`config.mk`:
```
export PLATFORM = sky130hd
export DESIGN_NAME = hub_change_irq
export DESIGN_NICKNAME = d
export VERILOG_FILES = /design/src/rtl/hub_irq_pkg.sv /design/src/rtl/hub_port_qual.sv /design/src/rtl/hub_evt_merge.sv /design/src/rtl/hub_pend_fsm.sv /design/src/rtl/hub_change_irq.sv
export SDC_FILE = /design/constraint.sdc
export NUM_CORES = 1
export LEC_CHECK = 0
export ABC_CLOCK_PERIOD_IN_PS = 1600
export BUFFER_PORTS_ARGS = -buffer_cell sky130_fd_sc_hd__clkbuf_2
export CORE_AREA = 2 2 39 41
export CTS_CLUSTER_DIAMETER = 30
export CTS_CLUSTER_SIZE = 12
export DETAILED_ROUTE_END_ITERATION = 6
export DIE_AREA = 0 0 41 43
export HOLD_SLACK_MARGIN = 0.15
export PLACE_DENSITY = 0.4
export SYNTH_ARGS = -nofsm -noshare
export SYNTH_HDL_FRONTEND = slang
export SYNTH_SLANG_ARGS = --single-unit
```
`constraint.sdc`:
```
create_clock -name clk -period 1.6 [get_ports clk]
set_input_delay 0.48 -clock clk [delete_from_list [all_inputs] [get_ports clk]]
set_output_delay 0.48 -clock clk [all_outputs]
set_load 0.05 [all_outputs]
```
`src/rtl/hub_irq_pkg.sv`:
```
package hub_irq_pkg;

    // Pending-flag machine states
    typedef enum logic [0:0] {
        ST_IDLE    = 1'b0,
        ST_PENDING = 1'b1
    } pend_state_t;

endpackage

```
`src/rtl/hub_port_qual.sv`:
```
// Per-port event qualification: each event kind has its own gating rule.
module hub_port_qual #(
    parameter int NPORTS = 4
) (
    input  logic              clk,
    input  logic              rst_n,
    input  logic [NPORTS-1:0] conn_chg_i,
    input  logic [NPORTS-1:0] babble_i,
    input  logic [NPORTS-1:0] resume_i,
    input  logic [NPORTS-1:0] port_en_i,
    input  logic [NPORTS-1:0] forced_i,
    output logic [NPORTS-1:0] hit_o
);

    for (genvar p = 0; p < NPORTS; p++) begin : g_port
        logic line_evt;
        logic attach_evt;

        // babble and resume share the enable gate
        assign line_evt   = port_en_i[p] & (babble_i[p] | resume_i[p]);
        // attachment change is dropped while firmware forces the port
        assign attach_evt = conn_chg_i[p] & ~forced_i[p];
        assign hit_o[p]   = line_evt | attach_evt;

        // disabled port with only babble/resume must not qualify
        assert_masked_line_R3: assert property (@(posedge clk) disable iff (!rst_n)
            (!port_en_i[p] && !conn_chg_i[p]) |-> !hit_o[p]);

        // forced port with only an attachment change must not qualify
        assert_forced_attach_R6: assert property (@(posedge clk) disable iff (!rst_n)
            (forced_i[p] && !babble_i[p] && !resume_i[p]) |-> !hit_o[p]);
    end

endmodule

```
`src/rtl/hub_evt_merge.sv`:
```
// Folds the per-port qualified hits into one event strobe.
module hub_evt_merge #(
    parameter int NPORTS = 4
) (
    input  logic [NPORTS-1:0] hit_i,
    output logic              any_o
);

    assign any_o = |hit_i;

endmodule

```
`src/rtl/hub_pend_fsm.sv`:
```
// Two-state pending machine: raise on event, clear on acknowledge.
module hub_pend_fsm
    import hub_irq_pkg::*;
(
    input  logic clk,
    input  logic rst_n,
    input  logic evt_i,
    input  logic ack_i,
    output logic pending_o
);

    pend_state_t state_q, state_d;

    always_comb begin
        state_d = state_q;
        unique case (state_q)
            ST_IDLE:    if (evt_i) state_d = ST_PENDING;           // T_RAISE
            ST_PENDING: if (ack_i && !evt_i) state_d = ST_IDLE;    // T_CLEAR
            default:    state_d = ST_IDLE;
        endcase
    end

    always_ff @(posedge clk) begin
        if (!rst_n) state_q <= ST_IDLE;
        else        state_q <= state_d;
    end

    always_comb begin
        pending_o = (state_q == ST_PENDING);
    end

    assert_evt_sets_R7: assert property (@(posedge clk) disable iff (!rst_n)
        evt_i |=> pending_o);

    assert_ack_clears_R8: assert property (@(posedge clk) disable iff (!rst_n)
        (ack_i && !evt_i) |=> !pending_o);

    assert_hold_until_ack_R8: assert property (@(posedge clk) disable iff (!rst_n)
        (pending_o && !ack_i) |=> pending_o);

    assert_no_spurious_R8: assert property (@(posedge clk) disable iff (!rst_n)
        (!pending_o && !evt_i) |=> !pending_o);

    assert_collision_keeps_R9: assert property (@(posedge clk) disable iff (!rst_n)
        (evt_i && ack_i) |=> pending_o);

endmodule

```
`src/rtl/hub_change_irq.sv`:
```
module hub_change_irq #(
    parameter int NPORTS = 4
) (
    input  logic              clk,
    input  logic              rst_n,
    input  logic [NPORTS-1:0] conn_chg_i,
    input  logic [NPORTS-1:0] babble_i,
    input  logic [NPORTS-1:0] resume_i,
    input  logic [NPORTS-1:0] port_en_i,
    input  logic [NPORTS-1:0] forced_i,
    input  logic              global_en_i,
    input  logic              ack_i,
    output logic              pending_o,
    output logic              irq_o
);

    logic [NPORTS-1:0] hit;
    logic              any_hit;

    hub_port_qual #(.NPORTS(NPORTS)) u_qual (
        .clk       (clk),
        .rst_n     (rst_n),
        .conn_chg_i(conn_chg_i),
        .babble_i  (babble_i),
        .resume_i  (resume_i),
        .port_en_i (port_en_i),
        .forced_i  (forced_i),
        .hit_o     (hit)
    );

    hub_evt_merge #(.NPORTS(NPORTS)) u_merge (
        .hit_i(hit),
        .any_o(any_hit)
    );

    hub_pend_fsm u_fsm (
        .clk      (clk),
        .rst_n    (rst_n),
        .evt_i    (any_hit),
        .ack_i    (ack_i),
        .pending_o(pending_o)
    );

    assign irq_o = pending_o & global_en_i;

    // a gated-off request still keeps its pending event
    assert_gate_keeps_R10: assert property (@(posedge clk) disable iff (!rst_n)
        (!global_en_i && pending_o && !ack_i) |=> pending_o);

    assert_gate_blocks_R10: assert property (@(posedge clk) disable iff (!rst_n)
        !global_en_i |-> !irq_o);

    assert_reset_state_R1: assert property (@(posedge clk)
        $past(!rst_n) |-> !pending_o);

endmodule

```
; ---- Word level (Yosys, flattened, before mapping)
; Index checks and enable logic that the tools add are counted.
[op_classes]
mux = 3
bitwise_logic = 22
n_reduce_logical = 3
[op_table]
columns = cell, count
row1 = $and A1 B1 Y1, 9
row2 = $or A1 B1 Y1, 8
row3 = $not A1 Y1, 5
row4 = $reduce_or A4 Y1, 1
row5 = $mux W1, 2
row6 = $pmux W1 S2, 1
row7 = $logic_and A1 B1 Y1, 1
row8 = $logic_not A1 Y1, 1
[totals]
ff_bits = 1
input_bits = 24
out_inout_bits = 2
elab_cells = 29

; ---- Depth between registers and ports, before layout
[logic_depth]
ltp_word = 8
mapped_depth = 3
ltp_nobuf = 3

; ---- Cells and area by module
; Synthesis repeated with hierarchy kept, for this count alone.
[unflattened]
hier_cells = 17
hier_area_um2 = 110.1
[by_module_without_submodules]
columns = mod, n_inst, cells_per_inst, area_per_inst_um2, seq_area_each_um2
row1 = hub_port_qual, 1, 12, 55.1, 0.0
row2 = hub_pend_fsm, 1, 3, 41.3, 20.0
row3 = hub_evt_merge, 1, 1, 7.5, 0.0
row4 = hub_change_irq, 1, 1, 6.3, 0.0

; ---- Least setup slack after synthesis
; OpenSTA, ideal clock, no wires.
[synth_timing]
kind = reg2out
startpoint = register u_fsm.state_q, in the netlist u_fsm.pending_o
endpoint = output irq_o
t_arrival_ns = 1.127
t_required_ns = 1.120
setup_slack_ns = -0.007
stages_incl_launch_ff = 2
n_path_buf = 0
cell_sequence = dfxtp_1 > and2_1
[synth_via]
elab_chain_len = 1
[synth_rtl]
columns = element, line
row1 = from (decl), hub_pend_fsm.sv:12  ; pend_state_t state_q, state_d;
row2 = from (signal assigned), hub_pend_fsm.sv:25  ; else state_q <= state_d;
row3 = $and A1 B1 Y1, hub_change_irq.sv:44  ; assign irq_o = pending_o & global_en_i;
row4 = to (decl), hub_change_irq.sv:14  ; output logic irq_o
; No other way between the ends.

; ---- Worst setup path after layout
[layout_timing]
startpoint = input global_en_i
endpoint = output irq_o
[layout_via]
elab_chain_len = 1
[layout_rtl]
columns = element, line
row1 = from (decl), hub_change_irq.sv:11  ; input logic global_en_i,
row2 = $and A1 B1 Y1, hub_change_irq.sv:44
; No other way between the ends.

==> results.yml <==
finish:
  largest_register_ffs: 1
  finalNonFillerCells: 56
  layout-drive-gt1-share_pct: 65.0
  diodes: 0
  fillerInstances: 156
  register_area_sq_um: 20.0
  area_growth_pct: 148
  multiInputGateArea_sq_um: 65.1
  layout.nets: 66
timing:
  fmax_mhz: 696
  tightest_slew_ns: 0.278
  period_minus_slack_ns: 1.44
  worst_slack_ns: 0.164
  fin_crit_sh_pct: 89.8
  fin_setup_tns_ns: 0
  finalMaxSlewViolations: 0
  relSlewSlack_pct: 81.6
  hold_viol: 0
  rsz0062_at_grt: "no"
  setup_viol: 0
  fin_skew_ns: 0
clocking:
  cts_hold_buffers: 0
  post-cts-setup-buffers: 0
  cts_resized: 0
  clock_latency_ns: 0
  path_clk_slew_ns: 0
setup_path:
  cp.depth: 3
  r2r_setup_slack_ns: 0.74
  rr_worst_depth: 3
  crit_arrival_ns: 0.96
  timing.critical_path.buf_inv: 2
  crit_family: "buffers and inverters"
  critPathMaxStageDelay_ns: 0.23
  r2r-end: "u_fsm.pending_o$_SDFF_PN0_"
  rr_startpoint: "u_fsm.pending_o$_SDFF_PN0_"
  endpoint_kind: "primary output"
  critPathLaunchType: "input port"
  required_ns: 1.12
  cpMostUsedCell: "clkbuf_2"
  criticalPathCategory: "in -> out"
  path_cells: "clkbuf_2, and2_2, clkbuf_2"
  crit_fanout: 1
  worst_path_max_delay_cell: "clkbuf_2"
place:
  dp.cells: 56
  io_buffers: 25
  dp_hpwl_um: 360
  place_ws_ns: 0.160
  place.gp.congestion: 0.646
yosys:
  synth_mux_area_share_pct: 0
  syn_avg_cell_area_sq_um: 6.59
  syn-num-nets: 39
  synth-xor-area-share_pct: 0
  netlist.area_leader.share_pct: 20.3
  synth-adder-area-share_pct: 0
  synthTopCellsByArea: "dfxtp_1 (20%), o221ai_1 (18%), o21ai_0 (15%)"
  ys_warn_count: 0
  syn_area_sq_um: 98.8
  synth_top_family_by_area: "compound AO/OA/AOI/OAI gates"
  yosysTopAreaCell: "dfxtp_1"
  ys_seq_elements: 1
  netlist_instances: 15
  ys_seq_area_share_pct: 20.3
  synth-simple-area-share_pct: 17.7
  synth_compound_area_share_pct: 46.8
  synth.distinct_cells: 9
global_route:
  grtUsageTotal_pct: 3.60
  gr-total-overflow: 0
  grt_max_degree: 4
  grt_pass1_wl_um: 476
  grt_antenna_before_repair: 0
  grt_pass1_vias: 158
die:
  core_sq_um: 1380
  rows: 14
  die_area_sq_um: 1760
  start_util_pct: 7.14
  die_h_um: 43
  fp.dieW_um: 41
  io_pins: 26
routing:
  drt_iter0_drc: 0
  wl_per_cell_um: 6.36
  drc: 0
  dr_total_vias: 197
  routed_wl_um: 356
  drtAntennaViolNets: 0
  viasPerCell: 3.52
  dr.pass1.iters: 1
power:
  seqPwrFrac_pct: 34.8
  power.density_nw_per_um2: 329
  clockPowerShare_pct: 0
  p_int_w: 0.0000561
  sw_frac_of_total_pct: 30.6
  power.switching_w: 0.0000247
  pwr-share-comb_pct: 65.2
  p_leak_nw: 0.150
  ir_worst_vdd_uv: 88.6
hold_path:
  hp-class: "reg -> reg"
  min_to: "u_fsm.pending_o$_SDFF_PN0_"
  hold_path.startpoint: "u_fsm.pending_o$_SDFF_PN0_"
  hold_depth: 3
run:
  maxCapViolations: 0
run_status:
  status: "completed"
-- synthesized netlist by cell type --
cell      number
and2_1         1
nand3_1        1
inv_1          4
o31a_1         1
o221ai_1       2
dfxtp_1        1
o21ai_1        1
nand2b_1       1
o21ai_0        3
-- per-stage QoR --
stage	instance area [sq um]	hold slack [ns]	total power, W	util [%]
floorplan	100	0.608	0.0000513	-
global placement	245	0.683	0.0000810	17.7
detailed placement	245	0.685	0.0000816	17.7
CTS	245	0.685	0.0000818	17.7
global route	245	0.721	0.0000875	17.7
finish	245	0.676	0.0000808	17.7
-- cell type report --
| type | count | share of cell area, % |
|---|---|---|
| Timing Repair Buffer | 25 | 51.0 |
| Sequential cell | 1 | 8.16 |
| Tap cell | 16 | 8.16 |
| Inverter | 4 | 6.12 |
| Multi-Input combinational cell | 10 | 26.5 |
-- worst register-to-register path, cell delays in order, from the launching register on --
cell      delay, ns
dfxtp_1        0.29
inv_1          0.05
o221ai_1       0.10
o31a_1         0.30
-- cells by family (layout without fill, tap and decap cells) --
logic type	Yosys count	in the layout
flip-flops	1	1
buffers and inverters	4	29
AO/OA/AOI/OAI	7	7
AND/OR/NAND/NOR	3	3
-- how the worst max path moves through the flow --
stage / startpoint / end / slack (ns)
after global placement: global_en_i / irq_o / 0.17
after floorplan: u_fsm.pending_o$_SDFF_PN0_ / irq_o / 0.1
after global routing: global_en_i / irq_o / 0.13
final: global_en_i / irq_o / 0.16
after CTS: global_en_i / irq_o / 0.16
after detailed placement: global_en_i / irq_o / 0.16
-- metal layers --
metal / GRT usage [%] / vias to the layer above / wire [um]
met5: 0 / - / 0
met1: 3.49 / 74 / 122
met3: 2.09 / 0 / 96
met4: 0 / 0 / 0
met2: 6.56 / 19 / 137
li1: - / 104 / -
-- power groups by stage --
stage / Clock [W] / Sequential (W) / Combinational [W]
6_report: 0 / 0.0000281 / 0.0000527
5_1_grt: 0 / 0.0000285 / 0.0000590
4_1_cts: 0 / 0.0000282 / 0.0000537
3_5_place_dp: 0 / 0.0000282 / 0.0000535
3_3_place_gp: 0 / 0.0000281 / 0.0000529
2_1_floorplan: 0 / 0.0000339 / 0.0000175
-- cells in the final DEF (no fill, tap or decap), drive strengths merged --
| master | netlist | routed |
|---|---|---|
| and2 | 1 | 1 |
| clkbuf | 0 | 25 |
| dfxtp | 1 | 1 |
| inv | 4 | 4 |
| nand2b | 1 | 1 |
| nand3 | 1 | 1 |
| o21ai | 4 | 4 |
| o221ai | 2 | 2 |
| o31a | 1 | 1 |
No activity file was read; power rests on OpenSTA's default activity.
